[src/rtl/cu_pkg.sv]
package cu_pkg;
    localparam int SAMPLE_W  = 16;
    localparam int BYTE_W    = 8;
    localparam int TS_W      = 16;
    localparam int EVENTS    = 7;
    localparam int CLUSTERS  = 64;
    localparam int POS_W     = 24;
    localparam int WIN_W     = 9;
    localparam int CHUNK_W   = POS_W - WIN_W;
    localparam int CL_W      = $clog2(CLUSTERS);
    localparam int EV_W      = $clog2(EVENTS);
    localparam int LG_W      = 2;
    localparam int K_W       = 2;
    localparam int PAD_W     = TS_W + K_W;
    localparam int FAST_OFF  = 3;
    localparam int SLIP      = 64;

    typedef enum logic [2:0] {
        S_IDLE, S_TS_LO, S_TS_HI, S_PAD, S_EV_LO, S_EV_HI, S_EMIT
    } cu_state_t;

    // log2 of time slots per event for a channel mode code
    function automatic logic [LG_W-1:0] mode_to_lg(input logic [1:0] m);
        case (m)
            2'd0:    return 2'd0;
            2'd1:    return 2'd1;
            default: return 2'd2;
        endcase
    endfunction
endpackage

[src/rtl/cu_event_unpack.sv]
module cu_event_unpack
    import cu_pkg::*;
(
    input  logic [SAMPLE_W-1:0] event_w,
    input  logic [LG_W-1:0]     lg,
    input  logic [K_W-1:0]      slot,
    output logic [SAMPLE_W-1:0] sample
);
    always_comb begin
        sample = '0;
        for (int l = 0; l < SAMPLE_W; l++) begin
            unique case (lg)
                2'd0: sample[l] = event_w[l];
                2'd1: if (l < SAMPLE_W/2) sample[l] = event_w[2*l + int'(slot)];
                default: if (l < SAMPLE_W/4) sample[l] = event_w[4*l + int'(slot)];
            endcase
        end
    end
endmodule

[src/rtl/cu_gap_calc.sv]
module cu_gap_calc
    import cu_pkg::*;
(
    input  logic [TS_W-1:0]  ts_new,
    input  logic [TS_W-1:0]  ts_last,
    input  logic [LG_W-1:0]  lg,
    output logic             pad_any,
    output logic [PAD_W-1:0] pad_cnt
);
    logic [TS_W-1:0]  step;
    logic [PAD_W-1:0] scaled;
    logic [PAD_W-1:0] base;

    always_comb begin
        step    = ts_new - ts_last;
        scaled  = {{K_W{1'b0}}, step} << lg;
        base    = PAD_W'(EVENTS) << lg;
        pad_any = scaled > base;
        pad_cnt = scaled - base;
    end
endmodule

[src/rtl/cu_trig_locator.sv]
module cu_trig_locator
    import cu_pkg::*;
(
    input  logic               clk,
    input  logic               rst_n,
    input  logic               load,
    input  logic               en_in,
    input  logic [POS_W-1:0]   pos_raw,
    input  logic [LG_W-1:0]    lg,
    output logic               armed,
    output logic [CHUNK_W-1:0] tgt_chunk,
    output logic [WIN_W-1:0]   tgt_cluster,
    output logic [WIN_W-1:0]   tgt_sidx
);
    logic [POS_W-1:0] pos_dec, pos_adj;
    logic [WIN_W-1:0] win, p, cl, rem, off, sidx;

    always_comb begin
        pos_dec = pos_raw - POS_W'(1);
        pos_adj = (pos_dec[WIN_W-1:0] == {WIN_W{1'b1}}) ? pos_dec - POS_W'(SLIP) : pos_dec;
        win     = pos_adj[WIN_W-1:0];
        if (lg == 2'd0)
            p = (win >= WIN_W'(EVENTS)) ? win - WIN_W'(EVENTS) : '0;
        else
            p = win;
        cl   = p / WIN_W'(EVENTS);
        rem  = p % WIN_W'(EVENTS);
        off  = (lg == 2'd0) ? '0 : WIN_W'(FAST_OFF);
        sidx = (rem > off) ? rem - off : '0;
    end

    always_ff @(posedge clk or negedge rst_n) begin
        if (!rst_n) begin
            armed       <= 1'b0;
            tgt_chunk   <= '0;
            tgt_cluster <= '0;
            tgt_sidx    <= '0;
        end else if (load) begin
            armed       <= en_in;
            tgt_chunk   <= pos_adj[POS_W-1:WIN_W];
            tgt_cluster <= cl;
            tgt_sidx    <= sidx;
        end
    end
endmodule

[src/rtl/cluster_unpacker.sv]
module cluster_unpacker
    import cu_pkg::*;
(
    input  logic                clk,
    input  logic                rst_n,
    input  logic                start,
    input  logic [1:0]          mode,
    input  logic                trig_en,
    input  logic [POS_W-1:0]    trig_pos,
    input  logic                in_valid,
    input  logic [BYTE_W-1:0]   in_data,
    output logic                in_ready,
    output logic                out_valid,
    output logic [SAMPLE_W-1:0] out_data,
    output logic                out_trig
);
    cu_state_t state, state_nx;

    logic [LG_W-1:0]     lg;
    logic [BYTE_W-1:0]   ts_lo, ev_lo;
    logic [TS_W-1:0]     last_ts;
    logic [SAMPLE_W-1:0] last_s, event_w, slot_sample;
    logic [EV_W-1:0]     ev_idx;
    logic [K_W-1:0]      slot, slot_max;
    logic [CL_W-1:0]     cl_idx;
    logic [CHUNK_W-1:0]  chunk_cnt;
    logic [PAD_W-1:0]    pad_cnt, gap_cnt;
    logic                gap_any, fired, acc, trig_hit;
    logic                armed;
    logic [CHUNK_W-1:0]  tgt_chunk;
    logic [WIN_W-1:0]    tgt_cluster, tgt_sidx, sidx_now;
    logic [TS_W-1:0]     ts_new;

    assign ts_new   = {in_data, ts_lo};
    assign acc      = in_valid && in_ready;
    assign slot_max = K_W'((1 << lg) - 1);
    assign sidx_now = (WIN_W'(ev_idx) << lg) + WIN_W'(slot);

    cu_event_unpack u_unpack (
        .event_w (event_w),
        .lg      (lg),
        .slot    (slot),
        .sample  (slot_sample)
    );

    cu_gap_calc u_gap (
        .ts_new  (ts_new),
        .ts_last (last_ts),
        .lg      (lg),
        .pad_any (gap_any),
        .pad_cnt (gap_cnt)
    );

    cu_trig_locator u_trig (
        .clk         (clk),
        .rst_n       (rst_n),
        .load        (start),
        .en_in       (trig_en),
        .pos_raw     (trig_pos),
        .lg          (mode_to_lg(mode)),
        .armed       (armed),
        .tgt_chunk   (tgt_chunk),
        .tgt_cluster (tgt_cluster),
        .tgt_sidx    (tgt_sidx)
    );

    assign trig_hit = armed && !fired && (state == S_EMIT)
                   && (chunk_cnt == tgt_chunk)
                   && (WIN_W'(cl_idx) == tgt_cluster)
                   && (sidx_now == tgt_sidx);

    // state register
    always_ff @(posedge clk or negedge rst_n) begin
        if (!rst_n)     state <= S_IDLE;
        else if (start) state <= S_TS_LO;
        else            state <= state_nx;
    end

    // next state
    always_comb begin
        state_nx = state;
        unique case (state)
            S_IDLE:  state_nx = S_IDLE;
            S_TS_LO: if (in_valid) state_nx = S_TS_HI;
            S_TS_HI: if (in_valid) state_nx = gap_any ? S_PAD : S_EV_LO;
            S_PAD:   if (pad_cnt == PAD_W'(1)) state_nx = S_EV_LO;
            S_EV_LO: if (in_valid) state_nx = S_EV_HI;
            S_EV_HI: if (in_valid) state_nx = S_EMIT;
            S_EMIT:  if (slot == slot_max)
                         state_nx = (ev_idx == EV_W'(EVENTS-1)) ? S_TS_LO : S_EV_LO;
            default: state_nx = S_IDLE;
        endcase
    end

    // datapath registers
    always_ff @(posedge clk or negedge rst_n) begin
        if (!rst_n) begin
            lg <= '0; ts_lo <= '0; ev_lo <= '0; last_ts <= '0; last_s <= '0;
            event_w <= '0; ev_idx <= '0; slot <= '0; cl_idx <= '0;
            chunk_cnt <= '0; pad_cnt <= '0; fired <= 1'b0;
        end else if (start) begin
            lg <= mode_to_lg(mode);
            last_ts <= '0; last_s <= '0; ev_idx <= '0; slot <= '0;
            cl_idx <= '0; chunk_cnt <= '0; pad_cnt <= '0; fired <= 1'b0;
        end else begin
            unique case (state)
                S_TS_LO: if (acc) ts_lo <= in_data;
                S_TS_HI: if (acc) begin
                    last_ts <= ts_new;
                    pad_cnt <= gap_cnt;
                    ev_idx  <= '0;
                end
                S_PAD:   pad_cnt <= pad_cnt - PAD_W'(1);
                S_EV_LO: if (acc) ev_lo <= in_data;
                S_EV_HI: if (acc) begin
                    event_w <= {in_data, ev_lo};
                    slot    <= '0;
                end
                S_EMIT: begin
                    last_s <= slot_sample;
                    if (trig_hit) fired <= 1'b1;
                    if (slot == slot_max) begin
                        slot <= '0;
                        if (ev_idx == EV_W'(EVENTS-1)) begin
                            ev_idx <= '0;
                            cl_idx <= cl_idx + CL_W'(1);
                            if (cl_idx == CL_W'(CLUSTERS-1)) chunk_cnt <= chunk_cnt + CHUNK_W'(1);
                        end else begin
                            ev_idx <= ev_idx + EV_W'(1);
                        end
                    end else begin
                        slot <= slot + K_W'(1);
                    end
                end
                default: ;
            endcase
        end
    end

    // outputs
    always_comb begin
        in_ready  = 1'b0;
        out_valid = 1'b0;
        out_data  = '0;
        out_trig  = 1'b0;
        unique case (state)
            S_TS_LO, S_TS_HI, S_EV_LO, S_EV_HI: in_ready = 1'b1;
            S_PAD: begin
                out_valid = 1'b1;
                out_data  = last_s;
            end
            S_EMIT: begin
                out_valid = 1'b1;
                out_data  = slot_sample;
                out_trig  = trig_hit;
            end
            default: ;
        endcase
    end
endmodule

[config.mk]
export PLATFORM = sky130hd
export DESIGN_NAME = cluster_unpacker
export DESIGN_NICKNAME = d
export VERILOG_FILES = /design/src/rtl/cu_pkg.sv /design/src/rtl/cu_event_unpack.sv /design/src/rtl/cu_gap_calc.sv /design/src/rtl/cu_trig_locator.sv /design/src/rtl/cluster_unpacker.sv
export SDC_FILE = /design/constraint.sdc
export NUM_CORES = 1
export LEC_CHECK = 0
export BUFFER_PORTS_ARGS = -buffer_cell sky130_fd_sc_hd__buf_2
export CAP_MARGIN = 20
export CORE_ASPECT_RATIO = 0.8
export CORE_UTILIZATION = 45
export DETAILED_ROUTE_END_ITERATION = 12
export HOLD_SLACK_MARGIN = 0.08
export PLACE_DENSITY = 0.61
export SLEW_MARGIN = 5
export SYNTH_ARGS = -nofsm -noshare
export SYNTH_HDL_FRONTEND = slang
export SYNTH_SLANG_ARGS = --single-unit
[constraint.sdc]
create_clock -name clk -period 6.05 [get_ports clk]
set_input_delay 0.605 -clock clk [delete_from_list [all_inputs] [get_ports clk]]
set_output_delay 0.605 -clock clk [all_outputs]
set_load 0.02 [all_outputs]
== Yosys cells after proc, flatten, opt, wreduce, memory -nomap -nowiden ==
Index checks and enable logic that the tools add are counted.
Operators by class
  $add $sub $neg: 20
  divide/modulo/power cells: 2
  $lt $le $gt $ge: 11
  equal/unequal tests: 24
  shift operators: 4
  muxes and demuxes: 88
  bitwise gates (word level): 1
  reductions and logical operators: 33
Operators with widths (count)
  $lt A32 B6 Y1 const B: 7
  $mux W16: 5
  $mux W15: 5
  $mux W3: 13
  $mux W18: 2
  $pmux W18 S2: 1
  $pmux W16 S2: 1
  $mux W1: 30
  $bmux W1 S4: 7
  $mux W9: 3
  $mux W24: 1
  $mux W6: 4
  $sub A24 B1 Y24 const B: 1
  $sub A24 B7 Y24 const B: 1
  $ne A3 B3 Y1 const B: 7
  $add A4 B2 Y5 const A: 4
  $eq A18 B1 Y1 const B: 1
  $gt A18 B18 Y1: 1
  $pmux W3 S6: 1
  $shl A16 B2 Y18: 1
  $shl A3 B2 Y18 const A: 1
  $sub A18 B1 Y18 const B: 1
  $sub A18 B18 Y18: 1
  $sub A16 B16 Y16: 1
  other kinds (45): 83
Storage, ports and cells
  bits in registers: 148
  bits of input ports: 39

== Logic depth before layout (Yosys ltp) ==
  depth after elaboration: 9
  mapped depth: 43
  gate-level depth less buffers: 37

== By module ==
From an unflattened synthesis, not the netlist that was laid out.
Unflattened totals
  cells, all modules: 1416
  area, all modules: 12031.5 sq um
Modules (own cells, without submodules)
  cluster_unpacker: times used 1, cells an instance 643, area an instance 6034.5 sq um
  cu_trig_locator: times used 1, cells an instance 418, area an instance 3484.6 sq um
  cu_gap_calc: times used 1, cells an instance 305, area an instance 2068.2 sq um
  cu_event_unpack: times used 1, cells an instance 50, area an instance 444.2 sq um

== Worst setup path before layout ==
No wires, ideal clock.
  path kind: input-to-reg
  from: in trig_pos[0]
  to: reg u_trig.tgt_sidx[0]
  library setup time: 0.127 ns
  data arrival time: 8.821 ns
  required time: 5.923 ns
  path slack: -2.898 ns
  stages on the path: 41
  path through: clkbuf_1 -> inv_1 -> ha_1 -> buf_4 -> nor3b_1 -> nand2_1 -> nand2b_1 -> ha_1 -> nand3_1 -> a221oi_4 -> mux2i_2 -> xor2_2 -> buf_2 -> nand3_1 -> a221oi_1 -> or4_1 -> clkbuf_1 -> ha_1 -> [5 not listed] -> xnor2_1 -> ha_1 -> nand2_1 -> nand2_1 -> nor3_1 -> mux2_2 -> mux2i_1 -> a31o_2 -> nand2_1 -> nor4_1 -> mux2_2 -> ha_1 -> a21oi_1 -> a21o_1 -> nand3_1 -> a31oi_1 -> a41o_1 -> o2bb2ai_1
On the way
  word-level cells in the longest chain between the ends: 9
  elaborated cells on any way between the ends: 12
Ends and longest elaborated chain
  from (decl): RTL line cluster_unpacker.sv:9  | input logic [POS_W-1:0] trig_pos,
  $sub A24 B1 Y24 (*): RTL line cu_trig_locator.sv:19  | pos_dec = pos_raw - POS_W'(1);
  $sub A24 B7 Y24 or $eq A9 B9 Y1 (tied branches): RTL line cu_trig_locator.sv:20  | pos_adj = (pos_dec[WIN_W-1:0] == {WIN_W{1'b1}}) ? pos_dec - POS_W'(SLIP) : pos_dec;
  $mux W24 (*): RTL line cu_trig_locator.sv:20
  $sub A9 B3 Y9 or $ge A9 B3 Y1 (tied branches): RTL line cu_trig_locator.sv:23  | p = (win >= WIN_W'(EVENTS)) ? win - WIN_W'(EVENTS) : '0;
  $mux W9: RTL line cu_trig_locator.sv:23
  $mux W9 (*): RTL line cu_trig_locator.sv:22  | if (lg == 2'd0)
  $mod A9 B3 Y9 (*): RTL line cu_trig_locator.sv:27  | rem = p % WIN_W'(EVENTS);
  $sub A9 B9 Y9 or $gt A9 B9 Y1 (tied branches): RTL line cu_trig_locator.sv:29  | sidx = (rem > off) ? rem - off : '0;
  $mux W9 (*): RTL line cu_trig_locator.sv:29
  to (signal assigned): RTL line cu_trig_locator.sv:42  | tgt_sidx <= sidx;
  to (decl): RTL line cu_trig_locator.sv:13  | output logic [WIN_W-1:0] tgt_sidx
Mark *: on every way between the ends. The rest lies on a longest branch, timed or not.
A chain may end at the register's enable or synchronous reset.

== Worst setup path in the final report ==
  from: in trig_pos[4]
  to: reg u_trig.tgt_sidx[3]
The elaborated chain is that of the path after synthesis.

==> results by stage <==
STA:
- The final number of hold-violating endpoints came to 0.
- Setup repair after global routing could not meet its margin everywhere.
- Dividing the final minimum period by the clock period gives 1.13.
- The final period demand of the worst path is 6.83 ns.
- The worst-margin pin slew is 0.892 ns.
- The number of pins exceeding their max-slew limit in the final report is 0.
- The worst path setup slack after routing is -0.775 ns.
- The number of endpoints failing setup at the final stage is 9.
- The clock skew is 0.00931 ns.
- For the final routed database, the setup TNS stands at -6.15 ns.
- The worst pin sits at a relative slew slack of 0.400.
- The achievable clock frequency is 0.147 GHz.

Place:
- In this run the cell area measured after placement is 12900 um2.
- The wire-length estimate of the detail-placed layout is 22800 um.
- Buffers placed on the I/O ports in this run total 57.
- In this run, placement finished with an instance count of 1761.
- The congestion estimate from routability-driven global placement came to 0.927.

Die:
- The die width is 178 um.
- 58 I/O pins were placed.
- The total area inside the core boundary comes to 24300 um2.
- The initial utilization of the core area, before any placement, comes to 0.458.
- The die area is 25400 um2.
- The vertical die dimension is 143 um.
- The number of cell rows is 51.

Synthesis:
- Of the synthesized area, sequential elements account for 0.328.
- When the netlist entered floorplanning its net count stood at 1386.
- The most used flip-flop cell after synthesis is dfrtp_1.
- The number of synthesized flops with an enable pin is 0.
- For this run, asynchronously set or reset flops after synthesis account for 1.00.
- The largest area contributor in the synthesized netlist is dfrtp_1.
- In the post-synthesis netlist, the biggest area contributors are dfrtp_1 33%, nor2_1 4.6%, xnor2_1 4.2%.
- The number of flip-flops and latches in the synthesized netlist is 146.
- The count of yosys warnings during synthesis is 0.
- The synthesized area per cell is 8.51 um2.
- Synthesis produced a netlist whose cell count is 1309.
- The top cell type's share of synthesized area is 0.328.
- The synthesized netlist occupies a cell area of 11100 um2.
- The unique cell type count in the Yosys netlist is 97.

Worst setup path:
- The arrival time of the worst setup path is 7.19 ns.
- Across all register-to-register paths, the minimum setup slack is 1.08 ns.
- The launch point of the worst reg-to-reg path is ts_lo[0].
- The element type at the critical path end is a flip-flop.
- The critical path start-end classification is in2reg.
- The largest single stage delay on the critical path is 0.57 ns.
- STA puts the critical path data required time at 6.41 ns.
- The critical path launch point type is an input port.
- Of all nets on the critical path, the largest fanout is 7.
- Among all stages on the critical path, the largest delay is contributed by or4_4.
- The critical path starts at trig_pos[4].

Clock tree:
- The clock-pin slew reported for the worst setup and hold paths after clock tree synthesis is 0.06 ns.
- The number of clock buffers inserted by TritonCTS is 17.
- The clock insertion delay at the later pin of the skew report is 0.44 ns.
- The H-tree generated during clock tree synthesis spans 4 levels.
- The clock tree from TritonCTS is done.
- The number of clock sinks is 146.
- The maximum buffer depth of the clock tree is 2.
- The cell chosen for the clock root is clkbuf_16.

Detailed routing:
- The via total after detailed routing is 10360.
- Wires add up to 31100 um.
- In the routed design, unresolved DRC markers number 0.
- The number of detailed-routing iterations run before antenna repair is 5.
- Detailed routing placed a total of 13000 um of wire on met2.
- The highest signal layer in the routed design is met4.
- The detailed router put a total of 16600 um of wire on met1.
- Dividing the detail-routed via count by the number of cells gives 5.73.
- The amount of wire on met3 after detailed routing is 1290 um.
- Dividing the detail-routed wire length by the instance count gives 17.2 um.
- The post-detailed-route count of antenna-violating nets is 0.
- For this block, the initial DRC count from the detailed router was 660.

Final layout:
- Summing all multi-input logic gate instances after layout gives 7300 um2.
- The count of cells in the finished layout, fillers not included, comes to 1807.
- The finished cells cover 13700 um2.
- The filler cells instantiated in the layout total 2183.
- The area growth from synthesis to layout is 23.0%.
- Registers take 3650 um2.
- The number of antenna cells inserted is 0.
- Of the cells placed in the final design, the portion with a size suffix greater than 1 is 0.248.
- At the end of the flow, the number of nets in the layout was 1553.

GRT:
- Summed over all layers, the global routing overflow is 0.
- The wire length of the first global-routing pass is 51100 um.
- Across every metal layer, demand over resource in global routing totals 0.255.
- Entering global routing, the biggest net connects 92 pins.
- The initial antenna violation count is 0.
- The via count of the first global-routing pass is 9752.

Power:
- Summed over all cells, the static leakage comes to 6.05 nW.
- The logic gate share of total power is 0.524.
- The clock network fraction of design power is 0.204.
- The net switching power figure is 0.00209 W.
- The worst ir drop on vdd is 258 uV.
- The internal power of the cells is 0.00299 W.
- Of the total power, the share spent switching nets is 0.411.
- Of the total power, registers draw 0.272.
- The cell area power density is 370 nW/um2.

Run status:
- The run finished, with violations left.
- The final reports fail on negative setup slack.

Flow run:
- The number of violations of the max-capacitance limit is 0.

Min path:
- The path class of the lowest-slack min-delay path is in2async.
==> path summary, 6_finish.rpt <==
check / cells after the start / to
max reg2reg: 21 / pad_cnt[16]
min in group clk: 2 / u_trig.armed
min reg2reg: 2 / last_ts[0]
max: 32 / u_trig.tgt_sidx[3]
min: 1 / pad_cnt[13]
max in group asynchronous: 2 / u_trig.tgt_chunk[0]
==> power groups by stage <==
stage / Combinational (W) / Clock, W / Sequential (W)
2_1_floorplan: 0.00175 / 0 / 0.00131
3_3_place_gp: 0.00248 / 0 / 0.00139
6_report: 0.00266 / 0.00103 / 0.00138
5_1_grt: 0.00293 / 0.00109 / 0.00141
3_5_place_dp: 0.00251 / 0 / 0.00139
4_1_cts: 0.00260 / 0.00105 / 0.00138
==> registers in the layout (all words and copies together) (netlist names), 8 cells and up <==
| signal | count |
|---|---|
| chunk_cnt | 15 |
| ev_lo | 8 |
| event_w | 16 |
| last_s | 16 |
| last_ts | 16 |
| pad_cnt | 18 |
| ts_lo | 8 |
| u_trig.tgt_chunk | 15 |
| u_trig.tgt_sidx | 9 |
==> per-layer routing <==
metal / vias to the layer above / global-route usage
met3: 21 / 0.0365
met1: 5002 / 0.400
met5: - / 0
met4: 0 / 0.0490
met2: 235 / 0.367
li1: 5102 / -
==> final cells by class <==
type                       instances  share of cell area
clock buffer                      19              0.0323
multi-input combinational       1032               0.532
sequential                       146               0.267
tap                              318              0.0290
timing repair buffer             217               0.113
clock inverter                    13             0.00913
inverter                          62              0.0177
==> cells by family (layout without fill, tap and decap cells) <==
group / Yosys count / count (layout) / share of synthesized area
fa+ha+maj: 38 / 38 / 0.0447
xor+xnor: 100 / 100 / 0.0822
mux: 71 / 71 / 0.0687
simple gates: 463 / 463 / 0.206
compound gates: 360 / 360 / 0.225
buf+inv: 131 / 311 / 0.0460
flops: 146 / 146 / 0.328
==> worst max-delay path, delay by kind of cell <==
family / cells / cell delay [ns]
mux: 4 / 1.21
compound gates: 9 / 1.75
buf+inv: 3 / 0.36
simple gates: 11 / 2.25
fa+ha+maj: 3 / 0.65
xor+xnor: 2 / 0.35
==> cells in the mapped netlist (all sizes together) (6+ instances only) <==
master and number:
dfrtp 146, nor2 139, nand2 110, a21oi 86, o21ai 76, inv 62
xnor2 54, clkbuf 53, nor3 45, xor2 45, mux2 41, ha 35
nand3 31, mux2i 30, a22o 26, a21o 21, a31oi 21, nor4 21
nand4 20, buf 16, or3 15, and3 14, a22oi 12, o211ai 12
and2 11, o2bb2ai 11, o22ai 10, nand2b 9, nor2b 8, o31ai 8
a211oi 7, o21a 7, or4 7, nor3b 6, or2 6
==> repair_timing <==
| item | in CTS | in global routing |
|---|---|---|
| hold buffers | 0 | 0 |
| gates resized for setup | 28 | 7 |
| setup endpoints to repair | 9 | 9 |
| buffers inserted | 10 | 4 |
| hold endpoints to repair | 0 | 0 |
| pin swaps | 24 | 3 |
==> stage by stage <==
stage          setup slack (ns)  hold slack, ns  power [W]  utilization
3_5_place_dp              -1.37           0.477    0.00390        0.529
4_1_cts                  -0.663           0.287    0.00503        0.561
6_report                 -0.775           0.258    0.00507        0.564
2_1_floorplan             -1.70           0.309    0.00306            -
3_3_place_gp              -1.20           0.468    0.00386        0.528
5_1_grt                   -1.06           0.324    0.00542        0.564
==> placed cells by master (no fill, tap or decap), types with 6 or more instances in the layout <==
| master | n |
|---|---|
| buf_2 | 53 |
| o211ai_1 | 12 |
| or2_2 | 6 |
| nor3_1 | 42 |
| nand2b_1 | 7 |
| buf_4 | 156 |
| inv_1 | 59 |
| nand2_1 | 107 |
| o31ai_1 | 7 |
| o2bb2ai_2 | 8 |
| xnor2_1 | 50 |
| a21o_1 | 21 |
| nor2_1 | 136 |
| and3_1 | 13 |
| nand4_1 | 20 |
| a22oi_1 | 12 |
| clkbuf_16 | 17 |
| a211oi_1 | 6 |
| a31oi_1 | 20 |
| nor4_1 | 19 |
| o21ai_0 | 68 |
| a21oi_1 | 84 |
| mux2i_1 | 27 |
| mux2_2 | 38 |
| and2_1 | 11 |
| o22ai_1 | 10 |
| a22o_1 | 26 |
| or3_1 | 14 |
| nor2b_1 | 8 |
| buf_6 | 6 |
| nand3_1 | 29 |
| dfrtp_1 | 146 |
| ha_1 | 29 |
| xor2_1 | 43 |
| o21a_1 | 7 |
Note: power is estimated with default switching activity, not from simulation.
